### src/rtl/bmide_pkg.sv
package bmide_pkg;
  typedef enum logic [1:0] {
    SZ_BYTE = 2'd0,
    SZ_HALF = 2'd1,
    SZ_WORD = 2'd2,
    SZ_WIDE = 2'd3
  } acc_size_e;

  localparam int SLICE_BYTES = 8;
  localparam logic [1:0] OFF_CMD  = 2'd0;
  localparam logic [1:0] OFF_STAT = 2'd2;
  localparam int CMD_START_BIT = 0;
  localparam int CMD_DIR_BIT   = 3;
  localparam int FLAG_BIT      = 7;
  localparam logic [7:0] STAT_RO_ZERO = 8'h98;

  function automatic logic [31:0] ones_for(acc_size_e sz);
    case (sz)
      SZ_BYTE: ones_for = 32'h0000_00FF;
      SZ_HALF: ones_for = 32'h0000_FFFF;
      default: ones_for = 32'hFFFF_FFFF;
    endcase
  endfunction
endpackage

### src/rtl/bmide_chan.sv
module bmide_chan
  import bmide_pkg::*;
#(
  parameter int PTR_W = 32
) (
  input  logic             clk_i,
  input  logic             rst_ni,
  input  logic             cs_wr_i,
  input  logic [1:0]       sub_i,
  input  logic [PTR_W-1:0] wdata_i,
  input  logic             ptr_wr_i,
  input  logic             irq_i,
  input  logic             err_i,
  output logic [7:0]       cmd_o,
  output logic [7:0]       stat_o,
  output logic [PTR_W-1:0] ptr_o
);
  localparam logic [PTR_W-1:0] PTR_MASK = {{(PTR_W-2){1'b1}}, 2'b00};
  localparam logic [7:0] CMD_MASK = 8'h09;

  logic [7:0]       cmd_q, stat_q, stat_d, wb;
  logic [PTR_W-1:0] ptr_q;
  logic             cmd_wr, stat_wr;

  assign wb      = wdata_i[7:0];
  assign cmd_wr  = cs_wr_i && (sub_i == OFF_CMD);
  assign stat_wr = cs_wr_i && (sub_i == OFF_STAT);

  always_comb begin
    stat_d = stat_q;
    if (stat_wr)
      stat_d = (wb & 8'h60) | (stat_q & ~wb & 8'h06) | (stat_q & 8'h01);
    if (cmd_wr) begin
      if (wb[CMD_START_BIT] && !cmd_q[CMD_START_BIT]) stat_d[0] = 1'b1;
      if (!wb[CMD_START_BIT] && cmd_q[CMD_START_BIT]) stat_d[0] = 1'b0;
    end
    // events win over a same-cycle clear
    if (irq_i) stat_d[2] = 1'b1;
    if (err_i) stat_d[1] = 1'b1;
  end

  always_ff @(posedge clk_i or negedge rst_ni) begin
    if (!rst_ni) begin
      cmd_q  <= '0;
      stat_q <= '0;
      ptr_q  <= '0;
    end else begin
      stat_q <= stat_d;
      if (cmd_wr)   cmd_q <= wb & CMD_MASK;
      if (ptr_wr_i) ptr_q <= wdata_i & PTR_MASK;
    end
  end

  assign cmd_o  = cmd_q;
  assign stat_o = stat_q;
  assign ptr_o  = ptr_q;

  a_r5_start_sets_active: assert property (@(posedge clk_i) disable iff (!rst_ni)
    (cmd_wr && wb[CMD_START_BIT] && !cmd_q[CMD_START_BIT]) |=> stat_q[0]);
  a_r5_stop_clears_active: assert property (@(posedge clk_i) disable iff (!rst_ni)
    (cmd_wr && !wb[CMD_START_BIT] && cmd_q[CMD_START_BIT]) |=> !stat_q[0]);
  a_r6_err_sets: assert property (@(posedge clk_i) disable iff (!rst_ni)
    err_i |=> stat_q[1]);
  a_r6_irq_sticky: assert property (@(posedge clk_i) disable iff (!rst_ni)
    (stat_q[2] && !(stat_wr && wb[2])) |=> stat_q[2]);
  a_r4_ro_bits_zero: assert property (@(posedge clk_i) disable iff (!rst_ni)
    stat_wr |=> ((stat_q & STAT_RO_ZERO) == 8'h00));
  a_r8_ptr_store: assert property (@(posedge clk_i) disable iff (!rst_ni)
    ptr_wr_i |=> (ptr_q == ($past(wdata_i) & PTR_MASK)));
endmodule

### src/rtl/bmide_irq_mirror.sv
module bmide_irq_mirror
  import bmide_pkg::*;
#(
  parameter int NUM_CH = 2
) (
  input  logic                  clk_i,
  input  logic                  rst_ni,
  input  logic [NUM_CH-1:0]     irq_i,
  output logic [NUM_CH*8-1:0]   flag_o,
  output logic [NUM_CH-1:0]     line_o
);
  logic [NUM_CH-1:0] flag_q;

  always_ff @(posedge clk_i or negedge rst_ni) begin
    if (!rst_ni) flag_q <= '0;
    else         flag_q <= irq_i;
  end

  for (genvar c = 0; c < NUM_CH; c++) begin : g_flag
    always_comb begin
      flag_o[c*8 +: 8]           = 8'h00;
      flag_o[c*8 + FLAG_BIT]     = flag_q[c];
    end

    a_r7_line_rise: assert property (@(posedge clk_i) disable iff (!rst_ni)
      irq_i[c] |=> line_o[c]);
    a_r7_line_fall: assert property (@(posedge clk_i) disable iff (!rst_ni)
      !irq_i[c] |=> !line_o[c]);
  end

  assign line_o = flag_q;
endmodule

### src/rtl/bmide_regfile.sv
module bmide_regfile
  import bmide_pkg::*;
#(
  parameter int NUM_CH = 2,
  parameter int PTR_W  = 32,
  localparam int CH_W   = (NUM_CH > 1) ? $clog2(NUM_CH) : 1,
  localparam int ADDR_W = CH_W + 3
) (
  input  logic                clk_i,
  input  logic                rst_ni,
  input  logic                req_i,
  input  logic                we_i,
  input  logic [1:0]          size_i,
  input  logic [ADDR_W-1:0]   addr_i,
  input  logic [PTR_W-1:0]    wdata_i,
  output logic [PTR_W-1:0]    rdata_o,
  input  logic [NUM_CH-1:0]   drv_irq_i,
  input  logic [NUM_CH-1:0]   dma_err_i,
  output logic [NUM_CH-1:0]   dma_start_o,
  output logic [NUM_CH-1:0]   dma_dir_o,
  output logic [NUM_CH*8-1:0] irq_flag_o,
  output logic [NUM_CH-1:0]   legacy_irq_o
);
  acc_size_e         sz;
  logic [CH_W-1:0]   ch_idx;
  logic [1:0]        sub;
  logic              ptr_half;
  logic [7:0]        cmd_a  [NUM_CH];
  logic [7:0]        stat_a [NUM_CH];
  logic [PTR_W-1:0]  ptr_a  [NUM_CH];

  assign sz       = acc_size_e'(size_i);
  assign ch_idx   = addr_i[ADDR_W-1:3];
  assign ptr_half = addr_i[2];
  assign sub      = addr_i[1:0];

  for (genvar c = 0; c < NUM_CH; c++) begin : g_ch
    logic sel, cs_wr, ptr_wr;
    assign sel    = req_i && we_i && (ch_idx == CH_W'(c));
    assign cs_wr  = sel && !ptr_half && (sz == SZ_BYTE);
    assign ptr_wr = sel && ptr_half && (sz == SZ_WORD) && (sub == 2'd0);

    bmide_chan #(.PTR_W(PTR_W)) u_chan (
      .clk_i   (clk_i),
      .rst_ni  (rst_ni),
      .cs_wr_i (cs_wr),
      .sub_i   (sub),
      .wdata_i (wdata_i),
      .ptr_wr_i(ptr_wr),
      .irq_i   (drv_irq_i[c]),
      .err_i   (dma_err_i[c]),
      .cmd_o   (cmd_a[c]),
      .stat_o  (stat_a[c]),
      .ptr_o   (ptr_a[c])
    );

    assign dma_start_o[c] = cmd_a[c][CMD_START_BIT];
    assign dma_dir_o[c]   = cmd_a[c][CMD_DIR_BIT];
  end

  bmide_irq_mirror #(.NUM_CH(NUM_CH)) u_mirror (
    .clk_i (clk_i),
    .rst_ni(rst_ni),
    .irq_i (drv_irq_i),
    .flag_o(irq_flag_o),
    .line_o(legacy_irq_o)
  );

  always_comb begin
    rdata_o = '0;
    if (req_i && !we_i && (int'(ch_idx) < NUM_CH)) begin
      if (!ptr_half) begin
        if (sz == SZ_BYTE) begin
          case (sub)
            OFF_CMD:  rdata_o = PTR_W'(cmd_a[ch_idx]);
            OFF_STAT: rdata_o = PTR_W'(stat_a[ch_idx]);
            default:  rdata_o = PTR_W'(8'hFF);
          endcase
        end else begin
          rdata_o = PTR_W'(ones_for(sz));
        end
      end else if ((sz == SZ_WORD) && (sub == 2'd0)) begin
        rdata_o = ptr_a[ch_idx];
      end else begin
        rdata_o = PTR_W'(ones_for(sz));
      end
    end
  end

  a_r3_half_reads_ones: assert property (@(posedge clk_i) disable iff (!rst_ni)
    (req_i && !we_i && !ptr_half && (sz == SZ_HALF)) |-> (rdata_o == PTR_W'(32'h0000_FFFF)));
  a_r1_flags_idle: assert property (@(posedge clk_i) disable iff (!rst_ni)
    ((irq_flag_o & ~{NUM_CH{8'h80}}) == '0));
endmodule

### config.mk
export PLATFORM = sky130hd
export DESIGN_NAME = bmide_regfile
export DESIGN_NICKNAME = d
export VERILOG_FILES = /design/src/rtl/bmide_pkg.sv /design/src/rtl/bmide_chan.sv /design/src/rtl/bmide_irq_mirror.sv /design/src/rtl/bmide_regfile.sv
export SDC_FILE = /design/constraint.sdc
export NUM_CORES = 1
export LEC_CHECK = 0
export BUFFER_PORTS_ARGS = -buffer_cell sky130_fd_sc_hd__buf_2
export CAP_MARGIN = 20
export CORE_ASPECT_RATIO = 1.4
export CORE_MARGIN = 2
export CORE_UTILIZATION = 54
export CTS_BUF_LIST = sky130_fd_sc_hd__clkbuf_4 sky130_fd_sc_hd__clkbuf_8
export CTS_CLUSTER_SIZE = 10
export DETAILED_ROUTE_END_ITERATION = 10
export HOLD_SLACK_MARGIN = 0.12
export PLACE_DENSITY_LB_ADDON = 0.05
export SLEW_MARGIN = 20
export SYNTH_ARGS = -nofsm -noshare
export SYNTH_HDL_FRONTEND = slang
export SYNTH_SLANG_ARGS = --single-unit
### constraint.sdc
create_clock -name clk_i -period 2.25 [get_ports clk_i]
set_clock_uncertainty 0.2 [all_clocks]
set_input_delay 0.45 -clock clk_i [delete_from_list [all_inputs] [get_ports clk_i]]
set_output_delay 0.45 -clock clk_i [all_outputs]
set_load 0.01 [all_outputs]
==> impl_metrics.json <==
{
  "path_cells": "buf_4 -> or4_4 -> buf_6 -> a21oi_1 -> a211oi_1 -> buf_2",
  "clk_path_buf_depth": 2,
  "final_area_mm2": 0.00494,
  "yosysSeqAreaShare_pct": 46.7,
  "fin_hold_ws_ps": 139,
  "synth_edf_count": 0,
  "drt_pass1_iterations": 4,
  "die_x_um": 77.4,
  "synthTopCellsByArea": "dfrtp_1 47%, mux2_4 22%, mux2i_1 7.9%",
  "critPathArrivalTime_ps": 1580,
  "wl_per_cell_um": 17.3,
  "synth.distinct_cells": 40,
  "core-area_mm2": 0.00731,
  "insertion_delay_ps": 350,
  "status": "complete, no violations",
  "routed-via-count": 2683,
  "drive_above_1_share_pct": 51.0,
  "rsz0062_at_grt": "true",
  "synth.top_cell.area_share_pct": 46.7,
  "fillCellCount": 615,
  "top_layer": "met4",
  "maxCapViolCount": 0,
  "worstHoldStart": "wdata_i[4]",
  "synth_warnings": 0,
  "hold_viol": 0,
  "diodes": 0,
  "yosys-top-cells-count": "76 x dfrtp_1, 60 x mux2_4, 32 x mux2i_1",
  "cpPeakStageDelay_ps": 530,
  "grt.total_usage_pct": 22.4,
  "grt_max_degree": 33,
  "antenna_found_initial": 0,
  "crit_required_ps": 1600,
  "synth_flop_cell": "dfrtp_1",
  "worstSetupEndpointType": "primary output",
  "grt_pass1_vias": 2863,
  "gp_routability_congestion": 0.760,
  "dieArea_mm2": 0.00826,
  "path_class": "in -> out",
  "io_pins": 100,
  "worst_path_max_delay_cell": "or4_4",
  "yosysTopAreaCell": "dfrtp_1",
  "avgViaCountPerCell": 5.27,
  "placed_area_mm2": 0.00464,
  "p_leak_nw": 2.63,
  "finalCritPeriodShare_pct": 99.1,
  "cts.sinks": 76,
  "setup_violations": 0,
  "cp-start-kind": "input pin",
  "die_h_um": 107,
  "fin_crit_ps": 2230,
  "routed_wl_um": 8810,
  "cts_made_buffers": 9,
  "irDropWorstVdd_mv": 0.379,
  "root_buffer": "clkbuf_8",
  "clk_pin_slew_worst_paths_ps": 70,
  "wl_met2_um": 4560,
  "synth.most_common_cell": "dfrtp_1",
  "nets": 453,
  "p_per_area_mw_per_mm2": 638,
  "hold_end": "g_ch[1].u_chan.ptr_o[4]",
  "syn-mean-instance-area_um2": 13.5,
  "drc": 0,
  "syn_area_mm2": 0.00407,
  "worstHoldPathType": "in -> reg",
  "worstRegToRegCells": 3,
  "ctsHtreeMaxLevel": 3,
  "drt-met1-wl_um": 3790,
  "row_count": 37,
  "r2r_setup_slack_ps": 1240,
  "cts_tree": "done",
  "cp_max_fo": 5,
  "r2r-end": "g_ch[1].u_chan.stat_o[0]",
  "drv_slew": 0,
  "synth_seq_cells": 76,
  "met3_wirelength_um": 311,
  "syn_to_final_growth_pct": 21.5,
  "grt.overflow.total": 0,
  "io_buffers": 85,
  "grt_pass1_wl_um": 14200,
  "drtIter0Drc": 144,
  "syn_inst": 301,
  "whs_path_depth": 2,
  "start_util_pct": 55.6,
  "dp_hpwl_um": 6070,
  "fmax_mhz": 449,
  "drtAntennaViolNets": 0,
  "timing.rr.start": "g_ch[1].u_chan.cmd_o[0]",
  "ys_async_sr_fraction_pct": 100
}
## worst max path at each step
| stage | start | depth (start not counted) | end | slack [ps] |
|---|---|---|---|---|
| floorplan | addr_i[3] | 5 | rdata_o[2] | 90 |
| global placement | addr_i[0] | 6 | rdata_o[5] | -20 |
| detailed placement | addr_i[0] | 6 | rdata_o[6] | -50 |
| CTS | addr_i[0] | 6 | rdata_o[6] | 6 |
| global route | addr_i[0] | 5 | rdata_o[0] | -20 |
| finish | addr_i[0] | 6 | rdata_o[3] | 20 |
## routing by layer
metal / GRT usage (%) / up-vias
li1: - / 1275
met1: 27.7 / 1329
met2: 38.0 / 69
met3: 4.55 / 10
met4: 9.31 / 0
met5: 0 / -
## cells by family (layout without fill, tap and decap cells)
kind of cell,after synthesis,in the layout,share of synthesized area [%]
muxes,105,105,33.6
and+or+nand+nor,33,33,6.06
AOI/OAI and AO/OA,45,45,6.18
DFF,76,76,46.7
buffers and inverters,41,139,7.32
other,1,14,0.0922
## layout make-up
cell class | instances | area (um^2) | share of cell area, %
multi-input cells | 197 | 1930 | 39.1
flip-flops and latches | 76 | 1900 | 38.5
repair buffers | 115 | 724 | 14.7
clock buffers | 14 | 193 | 3.90
well taps | 97 | 121 | 2.46
clock inverters | 2 | 38.8 | 0.785
inverters | 8 | 30.0 | 0.607
## worst max-delay path: cells and delay by family
| kind | cells | cell delay, ps |
|---|---|---|
| compound gates | 2 | 170 |
| buf+inv | 3 | 430 |
| simple gates | 1 | 530 |
## state kept, by name, indices dropped and copies added, names as in the netlist
register	cells
g_ch.u_chan.cmd_o	4
g_ch.u_chan.ptr_o	60
g_ch.u_chan.stat_o	10
u_mirror.line_o	2
## repair_timing
item                                    in CTS  in global routing
gates resized for setup                      2                  6
hold endpoints to repair                    36                  0
setup buffers                                0                  0
endpoints found under the setup margin       6                 10
hold buffers                                 5                  0
pin swaps                                    0                  1
## layout by cell type, fill, tap and decap left out, drive strengths merged
cell         count
buf            109
dfrtp           76
mux2            73
mux2i           32
a21oi           31
clkbuf          15
conb            14
inv              8
nor2             5
a31oi            5
dlygate4sd3      5
nand2            4
a211oi           4
nor3             3
nand4            3
nor4             3
nor2b            2
nor4b            2
and2             2
o21ai            2
or4              1
nand2b           1
a221oi           1
or3              1
or2b             1
and4             1
and4bb           1
and4b            1
a21boi           1
nand3b           1
nand3            1
a2bb2oi          1
clkinv           1
bufinv           1
## stage by stage
| stage | instances | worst slack (ps) | utilization, % | setup TNS (ps) | total power [mW] |
|---|---|---|---|---|---|
| 4_1_cts | 509 | 6.16 | 67.3 | 0 | 3.19 |
| 3_3_place_gp | 488 | -23.8 | 63.4 | -113 | 2.00 |
| 5_1_grt | 509 | -25.0 | 67.6 | -110 | 3.30 |
| 6_report | 509 | 20.5 | 67.6 | 0 | 3.16 |
| 2_1_floorplan | 314 | 91.0 | - | 0 | 1.83 |
| 3_5_place_dp | 488 | -48.2 | 63.4 | -237 | 2.01 |
## where the power goes
group          switching (mW)  internal, mW  leakage (nW)
clock                   0.497         0.666         0.119
sequential             0.0575          1.47         0.998
combinational           0.210         0.258          1.51
total                   0.765          2.39          2.63
(Power assumes the default switching activity.)
